--- src/rtl/rsq_pkg.sv ---
`timescale 1ns/1ps
package rsq_pkg;

  localparam int DLY_MIN = 350;
  localparam int DLY_MAX = 450;

  typedef enum logic [1:0] {
    PH_TEST = 2'd0,
    PH_WAIT = 2'd1,
    PH_RUN  = 2'd2
  } phase_t;

  function automatic int clamp_dly(input int d);
    if (d < DLY_MIN) return DLY_MIN;
    if (d > DLY_MAX) return DLY_MAX;
    return d;
  endfunction

  function automatic int max2(input int a, input int b);
    return (a > b) ? a : b;
  endfunction

endpackage

--- src/rtl/rsq_rst_sync.sv ---
`timescale 1ns/1ps
module rsq_rst_sync #(
  parameter int STAGES = 2
) (
  input  logic clk,
  input  logic arst,
  output logic rst_out
);
  localparam int N = (STAGES < 2) ? 2 : STAGES;

  logic [N-1:0] chain;

  // asserts immediately, leaves reset only after N clean edges
  always_ff @(posedge clk or posedge arst) begin
    if (arst) chain <= '1;
    else      chain <= {chain[N-2:0], 1'b0};
  end

  assign rst_out = chain[N-1];
endmodule

--- src/rtl/rsq_phase_ctr.sv ---
`timescale 1ns/1ps
module rsq_phase_ctr #(
  parameter int W = 10
) (
  input  logic         clk,
  input  logic         clr,
  input  logic         en,
  output logic [W-1:0] val
);
  always_ff @(posedge clk) begin
    if (clr)     val <= '0;
    else if (en) val <= val + 1'b1;
  end
endmodule

--- src/rtl/rsq_addr_hold.sv ---
`timescale 1ns/1ps
module rsq_addr_hold (
  input  logic clk,
  input  logic rst,
  input  logic running,
  input  logic far_xfer,
  output logic force_hi
);
  // set by reset only; first far transfer while running clears it
  always_ff @(posedge clk or posedge rst) begin
    if (rst)                       force_hi <= 1'b1;
    else if (running && far_xfer)  force_hi <= 1'b0;
  end
endmodule

--- src/rtl/cpu_startup_seq.sv ---
`timescale 1ns/1ps
module cpu_startup_seq
  import rsq_pkg::*;
#(
  parameter int STARTUP_DLY  = 400,
  parameter int SELFTEST_LEN = 256,
  parameter int RESULT_W     = 16,
  parameter int SYNC_STAGES  = 2
) (
  input  logic                clk,
  input  logic                rst_in,
  input  logic                busy_in,
  input  logic                st_done,
  input  logic [RESULT_W-1:0] st_result,
  input  logic                far_xfer,
  output logic                exec_en,
  output logic                bus_en,
  output logic                addr_hi_force,
  output logic                st_pass
);
  localparam int DLY_USE = clamp_dly(STARTUP_DLY);
  localparam int ST_USE  = (SELFTEST_LEN < 1) ? 1 : SELFTEST_LEN;
  localparam int CNT_MAX = max2(DLY_USE, ST_USE);
  localparam int CNT_W   = $clog2(CNT_MAX + 1);
  localparam logic [CNT_W-1:0] DLY_LAST = CNT_W'(DLY_USE - 1);
  localparam logic [CNT_W-1:0] ST_LAST  = CNT_W'(ST_USE - 1);

  logic             rst_int;
  phase_t           phase_q, phase_d;
  logic             ctr_clr;
  logic [CNT_W-1:0] ctr_val;
  logic             pass_d;

  rsq_rst_sync #(.STAGES(SYNC_STAGES)) u_sync (
    .clk     (clk),
    .arst    (rst_in),
    .rst_out (rst_int)
  );

  rsq_phase_ctr #(.W(CNT_W)) u_ctr (
    .clk (clk),
    .clr (ctr_clr),
    .en  (phase_q != PH_RUN),
    .val (ctr_val)
  );

  // phase selection: during internal reset the busy level chooses the
  // first phase, so the choice is fixed at the last reset edge
  always_comb begin
    phase_d = phase_q;
    ctr_clr = 1'b0;
    pass_d  = st_pass;
    if (rst_int) begin
      phase_d = busy_in ? PH_WAIT : PH_TEST;
      ctr_clr = 1'b1;
      pass_d  = 1'b0;
    end else begin
      case (phase_q)
        PH_TEST: begin
          if (st_done) begin
            pass_d  = (st_result == '0);
            phase_d = PH_WAIT;
            ctr_clr = 1'b1;
          end else if (ctr_val == ST_LAST) begin
            pass_d  = 1'b0;
            phase_d = PH_WAIT;
            ctr_clr = 1'b1;
          end
        end
        PH_WAIT: begin
          if (ctr_val == DLY_LAST) begin
            phase_d = PH_RUN;
            ctr_clr = 1'b1;
          end
        end
        PH_RUN:  phase_d = PH_RUN;
        default: phase_d = PH_WAIT;
      endcase
    end
  end

  always_ff @(posedge clk) begin
    phase_q <= phase_d;
  end

  // registered outputs, cleared at once by the asynchronous reset edge
  always_ff @(posedge clk or posedge rst_int) begin
    if (rst_int) begin
      exec_en <= 1'b0;
      bus_en  <= 1'b0;
      st_pass <= 1'b0;
    end else begin
      exec_en <= (phase_d == PH_RUN);
      bus_en  <= (phase_d == PH_RUN);
      st_pass <= pass_d;
    end
  end

  rsq_addr_hold u_hold (
    .clk      (clk),
    .rst      (rst_int),
    .running  (exec_en),
    .far_xfer (far_xfer),
    .force_hi (addr_hi_force)
  );
endmodule

--- config.mk ---
export PLATFORM = sky130hd
export DESIGN_NAME = cpu_startup_seq
export DESIGN_NICKNAME = d
export VERILOG_FILES = /design/src/rtl/rsq_pkg.sv /design/src/rtl/rsq_rst_sync.sv /design/src/rtl/rsq_phase_ctr.sv /design/src/rtl/rsq_addr_hold.sv /design/src/rtl/cpu_startup_seq.sv
export SDC_FILE = /design/constraint.sdc
export NUM_CORES = 1
export LEC_CHECK = 0
export BUFFER_PORTS_ARGS = -buffer_cell sky130_fd_sc_hd__buf_2
export CORE_MARGIN = 5
export CORE_UTILIZATION = 40
export CTS_CLUSTER_SIZE = 10
export DETAILED_ROUTE_END_ITERATION = 12
export GPL_TIMING_DRIVEN = 0
export PLACE_DENSITY_LB_ADDON = 0.12
export SYNTH_ARGS = -nofsm -noshare
export SYNTH_HDL_FRONTEND = slang
export SYNTH_SLANG_ARGS = --single-unit
--- constraint.sdc ---
create_clock -name clk -period 1.3 [get_ports clk]
set_clock_uncertainty 0.05 [all_clocks]
set_input_delay 0.13 -clock clk [delete_from_list [all_inputs] [get_ports clk]]
set_output_delay 0.13 -clock clk [all_outputs]
set_load 0.03 [all_outputs]
# Yosys cells after proc, flatten, opt, wreduce, memory -nomap -nowiden
# Index checks and enable logic that the tools add are counted.
op_classes:
  n_addsub: 1
  eq_ne: 6
  muxes: 15
  n_reduce_logical: 6
op_table:
  columns: ["operator", "n"]
  rows:
  - ["zero test 16 bit", 1]
  - ["adder 9 x 1 -> 9 bit (second input constant)", 1]
  - ["equality test 9 x 8 -> 1 bit (second input constant)", 1]
  - ["equality test 9 bit (second input constant)", 1]
  - ["2-to-1 mux 1 bit", 9]
  - ["2-to-1 mux 2 bit", 4]
  - ["case mux 2 bit (3 select lines)", 1]
  - ["equality test 2 bit (second input constant)", 2]
  - ["nonzero test 3 bit", 1]
  - ["equality test 2 x 1 -> 1 bit (second input constant)", 1]
  - ["zero test 2 bit", 1]
  - ["inequality test 2 bit (second input constant)", 1]
  - ["case mux 1 bit (2 select lines)", 1]
  - ["AND reduction 2 bit", 1]
  - ["nonzero test 2 bit", 1]
  - ["logical AND 1 bit", 1]
totals:
  register_bits: 16
  in_bits: 21
  out_inout_bits: 4

# Depth between registers and ports, before layout
# Gate-level depths: netlist (run 1).
depth:
  word_depth: 6
  mapped_depth: 7

# By module
# From an unflattened synthesis (run 1), not the netlist that was laid out.
unflattened:
  hier_cells: 78
  area_unflattened_um2: 744.5
modules_own_cells:
  columns: ["module", "n_inst", "cells_each", "area_each_um2"]
  rows:
  - ["rsq_phase_ctr", 1, 42, 387.9]
  - ["cpu_startup_seq", 1, 29, 255.2]
  - ["rsq_rst_sync", 1, 4, 60.1]
  - ["rsq_addr_hold", 1, 3, 41.3]

# Worst setup path before layout (run 1)
# OpenSTA, ideal clock, no wires.
synth_path:
  kind: "register to register"
  from: "register u_ctr.val[0]"
  to: "register u_ctr.val[8]"
  setup_time_ns: 0.115
  t_arrival_ns: 1.551
  setup_slack_ns: -0.416
  stages_incl_launch_ff: 8
  path_buffers: 0
  path_cell_list: "dfxtp_1 > ha_1 > nand3_1 > nor2_1 > ha_1 > o21bai_1 > o21ai_1 > a2111oi_0"
synth_between:
  elab_chain_cells: 5
synth_rtl:
  columns: ["item", "line", "source"]
  rows:
  - ["from (decl)", "rsq_phase_ctr.sv:8", "output logic [W-1:0] val"]
  - ["from (signal assigned)", "rsq_phase_ctr.sv:12", "else if (en) val <= val + 1'b1;"]
  - ["equality test 9 x 8 -> 1 bit", "cpu_startup_seq.sv:64", "end else if (ctr_val == ST_LAST) begin"]
  - ["2-to-1 mux 1 bit", "cpu_startup_seq.sv:64", null]
  - ["2-to-1 mux 1 bit", "cpu_startup_seq.sv:60", "if (st_done) begin"]
  - ["case mux 1 bit (2 select lines)", "cpu_startup_seq.sv:58", "case (phase_q)"]
  - ["2-to-1 mux 1 bit", "cpu_startup_seq.sv:53", "if (rst_int) begin"]
# Parallel ways exist; a longest one is shown, timed or not.
# A chain may end at the register's enable or synchronous reset.

# Final worst setup path (run 1)
layout_path:
  from: "register u_ctr.val[1]"
  to: "register st_pass"
layout_between:
  elab_chain_cells: 3
layout_rtl:
  columns: ["item", "line", "source"]
  rows:
  - ["equality test 9 x 8 -> 1 bit", "cpu_startup_seq.sv:64", null]
  - ["nonzero test 3 bit (no line)", null, null]
  - ["AND reduction 2 bit (no line)", null, null]
  - ["to (signal assigned)", "cpu_startup_seq.sv:95", "st_pass <= pass_d;"]
  - ["to (decl)", "cpu_startup_seq.sv:19", "output logic st_pass"]
# No other way between the ends.

==> impl_metrics.ini, run 1 <==
[worst_setup_path]
required_ns = 1.45
worst-path-buf-inv = 0
cpLargestDelayFamily = simple AND/OR/NAND/NOR gates
start_kind = register
slowest_stage = dfxtp_2
end_kind = register
r2r_end = st_pass
rr_startpoint = u_ctr.val[1]
cp.arrival_ns = 1.73
max_stage_delay_ns = 0.36
crit_chain = ha_4, nand3_2, nor2_1, ha_2, o21bai_4, or3_1, o31ai_1
r2r_slack_ns = -0.28
reg2regPathDepth = 7
critPathKind = reg -> reg
crit_fanout = 4

[timing]
clock.fmax_ghz = 0.633
drv_slew = 0
timing.hold.ws_ns = 0.0472
setup_viol = 12
hold_violations = 0
rsz0062_at_grt = yes
fin_tns_setup_ns = -2.36
final.setup.worst_slack_ns = -0.280
finalCriticalPeriod_ns = 1.58
post-route-period-util = 1.22

[yosys]
synth_fp_nets = 103
ys.warnings.count = 0
syn-cell-area_um2 = 778
ys_types = 33
syn_inst = 80
ys_seq_elements = 16
ys_seq_area_frac = 0.449
avgSynthCellArea_um2 = 9.73

[final_layout]
drive_gt1_frac = 0.561
syn2layout_area_growth_pct = 54.0
final_core_util = 0.630
layout_commonest_cell = buf_2
n_fill_cell = 171
insertedDiodeCount = 0
nets = 147
mostFrequentLayoutCells = buf_2 (26), buf_4 (8), dfxtp_2 (7)

[route]
firstDrtPassIters = 4
route.detailed.drc = 0
num_vias = 795
ant_nets = 0
drtIter0Drc = 17
wl_per_cell_um = 13.2
viasPerCell = 5.30
wl_um = 1980

[power_and_ir_drop]
pwr_density_cell_nw_per_um2 = 775
leakagePower_nw = 0.485
total_power_mw = 0.929
irDropWorstVdd_mv = 0.676

[clock_network]
numCtsBuffers = 3
clockBufferDepth = 2
cts_tree = built
clk_latency_ns = 0.28
clk_pin_slew_worst_paths_ns = 0.09
htree_num_levels = 1
cts.sinks = 16
cts_root_buffer = clkbuf_4

[place]
hpwl_um = 1310
io_buffers = 24
gp_congestion = 0.822

[floorplanning]
core_area_um2 = 1900
die_area_um2 = 2930
rows = 16
initial_utilization = 0.409
fp.dieH_um = 54.1
io_pins = 25
die_w_um = 54.1

[min_path]
hold_depth = 3
hold-path-endpoint = st_pass
min-delay-start = st_result[1]
hold_path_class = in -> reg

[status]
status = complete, but fails checks
failed_checks = setup timing

[grt]
grt_max_degree = 11
grt.overflow.total = 0
antenna_found_initial = 0
grt_pass1_vias = 766
grt_first_pass_wirelength_um = 3290
grt.total_usage = 0.156

[run]
max_cap_violations = 0
-- where the power goes --
| part | internal [mW] | switching (mW) |
|---|---|---|
| sequential | 0.509 | 0.0119 |
| clock | 0.119 | 0.149 |
| combinational | 0.0825 | 0.0583 |
| total | 0.710 | 0.219 |
-- how the worst max path moves through the flow --
stage          slack, ns    startpoint  cells past startpoint      endpoint
5_1_grt            -0.38  u_ctr.val[1]                      7       st_pass
6_report           -0.28  u_ctr.val[1]                      7       st_pass
2_1_floorplan      -0.23  u_ctr.val[1]                      7       st_pass
4_1_cts            -0.28  u_ctr.val[1]                      7       st_pass
3_3_place_gp       -0.36  u_ctr.val[0]                      7  u_ctr.val[8]
3_5_place_dp       -0.37  u_ctr.val[0]                      7  u_ctr.val[8]
-- cell usage after synthesis --
| cell | count | area, um^2 |
|---|---|---|
| nor2_1 | 3 | 11.3 |
| xnor2_1 | 1 | 8.76 |
| dfxtp_1 | 11 | 220 |
| o21ai_1 | 1 | 5.00 |
| nand2_1 | 3 | 11.3 |
| o31ai_1 | 6 | 45.0 |
| nand3b_1 | 1 | 7.51 |
| and4bb_1 | 1 | 12.5 |
| conb_1 | 1 | 3.75 |
| and4bb_2 | 1 | 12.5 |
| dfrtp_1 | 2 | 50.1 |
| nor3_1 | 3 | 15.0 |
| or4_1 | 4 | 30.0 |
| a211oi_1 | 5 | 37.5 |
| a211oi_2 | 1 | 12.5 |
| nand4_2 | 1 | 12.5 |
| o211ai_1 | 1 | 7.51 |
| o21ai_0 | 2 | 10.0 |
| nor2b_1 | 2 | 12.5 |
| buf_2 | 2 | 10.0 |
| o21a_1 | 2 | 15.0 |
| o21bai_1 | 1 | 7.51 |
| mux2i_1 | 1 | 10.0 |
| ha_1 | 2 | 25.0 |
| nand3_1 | 4 | 20.0 |
| buf_4 | 1 | 7.51 |
| dfstp_2 | 3 | 78.8 |
| nand2b_1 | 1 | 6.26 |
| inv_1 | 5 | 18.8 |
| a21boi_0 | 1 | 7.51 |
| nor4_1 | 3 | 18.8 |
| a2111oi_0 | 1 | 8.76 |
| or3_1 | 3 | 18.8 |
-- logic make-up after synthesis --
kind of cell | after synthesis | share of synthesized area
compound gates | 21 | 0.201
xor+xnor | 1 | 0.0113
fa+ha+maj | 2 | 0.0321
buf+inv | 8 | 0.0466
flops | 16 | 0.449
mux | 1 | 0.0129
other cells | 1 | 0.00482
simple gates | 30 | 0.243
-- repair_timing --
action | 4_1_cts | 5_1_grt
gates resized for setup | 19 | 5
endpoints found under the setup margin | 12 | 12
endpoints found under the hold margin | 4 | 0
gates cloned | 2 | 0
pin swaps | 8 | 2
hold buffers | 3 | 0
buffers inserted | 10 | 0
-- registers in the layout (all words and copies together), names as in the netlist --
name,flops
bus_en,1
phase_q,2
st_pass,1
u_ctr.val,9
u_hold.force_hi,1
u_sync.chain,2
-- tightest hold or removal path: cells and delay by family --
kind	cells	cell delay [ns]
buffers and inverters	1	0.07
and+or+nand+nor	1	0.09
AOI/OAI and AO/OA	1	0.07
-- stage by stage --
stage	std cells	setup slack, ns	instance area, um^2
after floorplan	80	-0.226	806
after global placement	131	-0.364	960
after detailed placement	131	-0.374	960
after CTS	150	-0.285	1170
after global routing	150	-0.378	1200
final	150	-0.280	1200
-- layer usage --
metal,track usage,part of all wire,vias up
met3,0.0637,0.049,4
met5,0,0,-
met2,0.266,0.49,18
met4,0.0539,0.016,0
met1,0.173,0.44,377
li1,-,-,396
-- layout make-up --
class                   instances  area, um^2  share of cell area
well taps                      27        33.8              0.0282
plain buffers                   3        23.8              0.0198
flip-flops and latches         16         362               0.302
inverters                       5        18.8              0.0157
clock buffers                   4        26.3              0.0219
repair buffers                 38         241               0.201
multi-input cells              57         493               0.411
Power figures use the tool's default switching activity.
==> run 2: changes to the inputs <==
Clock period 1.3 ns to 1.91 ns, I/O delays scaled along.
==> run 2 against run 1 <==
Against the previous run: the flow now finishes without violations; core utilization fell by 9.5 points; non-clock buffer count decreased by 12; worst hold slack gained 0.012 ns; sequential cell count unchanged; die area is the same; register-to-register slack improved by 0.46 ns; power shrank 32%; worst setup slack gained 0.46 ns; critical path depth unchanged; routed wire length down 15%; first-iteration DRC count decreased by 12%; clock power is 15% lower; largest cell class unchanged; largest power group unchanged; highest routed layer unchanged.
==> impl_metrics.ini, run 2 (synthesis results as in run 1) <==
[status]
status = completed

[clock_network]
numCtsBuffers = 3
cts.sinks = 16
clk_pin_slew_worst_paths_ns = 0.10
htree_num_levels = 1
clockBufferDepth = 2
cts_tree = built
clk_latency_ns = 0.29
cts_root_buffer = clkbuf_4

[floorplanning]
initial_utilization = 0.409
fp.dieH_um = 54.1
io_pins = 25
die_area_um2 = 2930
die_w_um = 54.1
core_area_um2 = 1900
rows = 16

[final_layout]
reg_top3 = u_ctr.val x9, phase_q x2, u_sync.chain x2
insertedDiodeCount = 0
regMostFlops = u_ctr.val
mostFrequentLayoutCells = buf_2 (26), dfxtp_1 (10), o31ai_1 (6)
layout_commonest_cell = buf_2
nets = 134
drive_gt1_frac = 0.373
syn2layout_area_growth_pct = 30.9
register_area_um2 = 350
multi_input_area_um2 = 422
largest_reg_flops = 9
n_fill_cell = 188
final_cells = 137

[timing]
finalCriticalPeriod_ns = 1.73
clock.fmax_ghz = 0.577
timing.hold.ws_ns = 0.0592
post-route-period-util = 0.908
hold_violations = 0
rsz0062_at_grt = no
setup_viol = 0
drv_slew = 0

[power_and_ir_drop]
pwr_density_cell_nw_per_um2 = 625
power.switching_mw = 0.144
seqPwrFrac = 0.559
irDropWorstVdd_mv = 0.371
power_frac_clock = 0.357
combPwrFrac = 0.084
total_power_mw = 0.636
leakagePower_nw = 0.414
internal_power_mw = 0.492
sw_frac_of_total = 0.226

[route]
route.detailed.drc = 0
wl_per_cell_um = 12.2
wl_um = 1680
drtIter0Drc = 15
num_vias = 700
ant_nets = 0
firstDrtPassIters = 4
viasPerCell = 5.11

[place]
gp_congestion = 0.757
dp_cells = 131
hpwl_um = 1250
io_buffers = 24

[grt]
grt.overflow.total = 0
antenna_found_initial = 0
grt_first_pass_wirelength_um = 2870
grt.total_usage = 0.136
grt_pass1_vias = 697
grt_max_degree = 11

[worst_setup_path]
end_kind = register
cp.arrival_ns = 1.88
required_ns = 2.06
crit_fanout = 4
critPathKind = reg -> reg
start_kind = register

[run]
max_cap_violations = 0

[min_path]
hold_path_class = in -> reg
## run 2: cell types whose count changed in the layout (fill, tap and decap cells not counted), sizes merged
| cell | previous run | this run |
|---|---|---|
| buf | 38 | 27 |
| dlygate4sd3 | 3 | 2 |
| o21ai | 4 | 3 |
## run 2: path summary, 6_finish.rpt
check                      slack (ns)         endpoint  depth (start not counted)             from
setup reg to reg                 0.18          st_pass                          7     u_ctr.val[1]
hold / removal                   0.06       phase_q[0]                          3          busy_in
min in group asynchronous        0.16          st_pass                          1  u_sync.chain[1]
hold reg to reg                  0.16          st_pass                          1  u_sync.chain[1]
setup / recovery                 0.18          st_pass                          7     u_ctr.val[1]
max in group asynchronous        1.37  u_hold.force_hi                          1  u_sync.chain[1]
## run 2: worst max-delay path, stage by stage (launching register included)
cell and delay [ns]:
dfxtp_1 0.37, ha_1 0.19, nand3_1 0.10, nor2_1 0.13, ha_1 0.21, o21bai_4 0.08
or3_1 0.32, o31ai_1 0.19
## run 2: layout make-up
class | instances | share of cell area
repair buffers | 26 | 0.138
clock buffers | 4 | 0.0356
well taps | 27 | 0.0332
multi-input cells | 56 | 0.414
plain buffers | 3 | 0.0172
inverters | 5 | 0.0184
flip-flops and latches | 16 | 0.344
## run 2: per-layer routing
layer | track usage | routed length (um) | up-vias
met3 | 0.0332 | 41 | 2
li1 | - | - | 366
met1 | 0.174 | 784 | 326
met2 | 0.220 | 841 | 6
met4 | 0.0498 | 10 | 0
met5 | 0 | 0 | -
## run 2: timing repair
item,in CTS,in global routing
endpoints found under the setup margin,9,2
buffers inserted,0,0
gates cloned,0,0
hold buffers,2,0
endpoints found under the hold margin,3,0
gates resized for setup,2,5
## run 2: stage by stage
stage	TNS, ns	utilization	setup slack (ns)	area, um^2
final	0	0.536	0.176	1020
after floorplan	0	-	0.194	778
after global routing	0	0.536	0.0125	1020
after detailed placement	-0.216	0.490	-0.123	932
after global placement	-0.0800	0.490	-0.0800	932
after CTS	0	0.524	0.0475	996
## run 2: power groups by stage
stage	clock network, mW	registers [mW]	logic, mW
floorplan	0	0.359	0.0221
global placement	0	0.360	0.0448
detailed placement	0	0.361	0.0463
CTS	0.234	0.354	0.0509
global route	0.251	0.357	0.0623
finish	0.227	0.355	0.0534
==> run 3: changes to the inputs <==
Settings changed: BUFFER_PORTS_ARGS -buffer_cell sky130_fd_sc_hd__buf_2 to -buffer_cell sky130_fd_sc_hd__buf_4.
==> run 3 against run 2 <==
Against the previous run: cell area is 4.8% higher; power fell by 4.8%; sequential cell count unchanged; count of clock-buffer cells in the layout stayed put; non-clock buffer count did not move; final cell count is the same; sequential share of layout area fell by 1.7 points; register-to-register slack is essentially flat; routed wire length increased by 4.1%; critical path type unchanged; largest power group unchanged.
==> impl_metrics.ini, run 3 (synthesis results as in run 1) <==
[status]
status = completed

[worst_setup_path]
crit_path_start = u_ctr.val[0]
crit_top_cell = ha_1
max_stage_delay_ns = 0.38
end_kind = register
slowest_stage = dfxtp_1
crit_fanout = 4
crit_chain = ha_1, nand3_1, nor2_1, ha_1, o21bai_4, or3_1, o31ai_1
rr_startpoint = u_ctr.val[0]
start_kind = register
required_ns = 2.06
cp.arrival_ns = 1.87
worst-path-buf-inv = 0
critPathKind = reg -> reg
cpLargestDelayFamily = simple AND/OR/NAND/NOR gates

[final_layout]
multi_input_area_um2 = 422
mostFrequentLayoutCells = buf_4 (25), dfxtp_1 (11), o31ai_1 (6)
insertedDiodeCount = 0
final_core_util = 0.561
nets = 134
register_area_um2 = 349
syn2layout_area_growth_pct = 37.1
drive_gt1_frac = 0.355
layout_commonest_cell = buf_4
largest_reg_flops = 9
n_fill_cell = 191
regMostFlops = u_ctr.val
reg_top3 = u_ctr.val x9, phase_q x2, u_sync.chain x2

[grt]
grt_max_degree = 11
grt.overflow.total = 0
grt_pass1_vias = 675
grt_first_pass_wirelength_um = 2930
grt.total_usage = 0.143
antenna_found_initial = 0

[power_and_ir_drop]
seqPwrFrac = 0.586
total_power_mw = 0.606
combPwrFrac = 0.107
internal_power_mw = 0.468
power.switching_mw = 0.138
sw_frac_of_total = 0.227
leakagePower_nw = 0.425
irDropWorstVdd_mv = 0.348
power_frac_clock = 0.307
pwr_density_cell_nw_per_um2 = 568

[place]
gp_congestion = 0.737
io_buffers = 24
hpwl_um = 1320

[floorplanning]
fp.dieH_um = 54.1
io_pins = 25
die_area_um2 = 2930
rows = 16
core_area_um2 = 1900
die_w_um = 54.1
initial_utilization = 0.409

[timing]
finalCriticalPeriod_ns = 1.73
hold_violations = 0
drv_slew = 0
setup_viol = 0
clock.fmax_ghz = 0.579
post-route-period-util = 0.904
rsz0062_at_grt = no

[route]
viasPerCell = 5.03
wl_um = 1740
num_vias = 689
route.detailed.drc = 0
wl_per_cell_um = 12.7
ant_nets = 0
firstDrtPassIters = 4
drtIter0Drc = 6

[clock_network]
cts_root_buffer = clkbuf_4
clk_pin_slew_worst_paths_ns = 0.09
htree_num_levels = 1
cts_tree = built
numCtsBuffers = 3
cts.sinks = 16
clk_latency_ns = 0.29
clockBufferDepth = 2

[min_path]
hold_path_class = in -> reg
min-delay-start = busy_in

[run]
max_cap_violations = 0
run 3: cell count changes in the layout (fill, tap and decap cells not counted):
cell	previous run	this run
dfxtp_2	1	0
clkbuf_8	1	0
buf_2	26	2
dfxtp_1	10	11
clkbuf_1	0	1
buf_4	1	25
run 3: cell type report:
| class | instances | share of cell area |
|---|---|---|
| clock buffers | 4 | 0.0246 |
| inverters | 5 | 0.0176 |
| plain buffers | 3 | 0.0164 |
| repair buffers | 26 | 0.188 |
| flip-flops and latches | 16 | 0.327 |
| multi-input cells | 56 | 0.395 |
| well taps | 27 | 0.0317 |
run 3: worst paths after layout:
kind / end / slack (ns) / depth (start not counted)
max in group asynchronous: u_sync.chain[0] / 1.37 / 3
worst max-delay path: st_pass / 0.18 / 7
min in group asynchronous: st_pass / 0.16 / 1
worst max register to register: st_pass / 0.18 / 7
worst min register to register: st_pass / 0.16 / 1
worst min-delay path: phase_q[0] / 0.05 / 3
run 3: metal layers:
metal  global-route usage  wire length [um]  vias to the layer above  share of wire
met5                    0                 0                        -              0
li1                     -                 -                      363              -
met3               0.0416                71                        4          0.041
met4               0.0747                26                        0          0.015
met2                0.224               850                       10           0.49
met1                0.177               795                      312           0.46
run 3: repair_timing:
action	in CTS	in global routing
setup buffers	0	0
endpoints found under the setup margin	8	1
hold buffers	2	0
resized for setup	2	4
pin swaps	0	0
endpoints found under the hold margin	3	0
run 3: power groups by stage:
stage | registers [mW] | clock network (mW) | logic, mW
after floorplan | 0.359 | 0 | 0.0221
after global placement | 0.360 | 0 | 0.0562
after detailed placement | 0.361 | 0 | 0.0575
after CTS | 0.354 | 0.203 | 0.0625
after global routing | 0.357 | 0.215 | 0.0737
final | 0.355 | 0.186 | 0.0646
run 3: through the flow:
step           hold WS [ns]  std cells  cell area [um^2]  worst slack (ns)  TNS, ns
6_report             0.0463        137              1070             0.184        0
5_1_grt              0.0554        137              1070            0.0427        0
4_1_cts              0.0332        137              1050            0.0700        0
3_5_place_dp          0.134        131               992           -0.0725   -0.102
3_3_place_gp          0.133        131               992           -0.0794  -0.0794
2_1_floorplan        0.0525         80               778             0.194        0
run 3: worst register-to-register path: cells and delay by family (launching register included):
kind,cells,cell delay (ns)
flip-flops,1,0.38
AND/OR/NAND/NOR,3,0.52
adder cells (fa/ha/maj),2,0.42
AO/OA/AOI/OAI,2,0.28
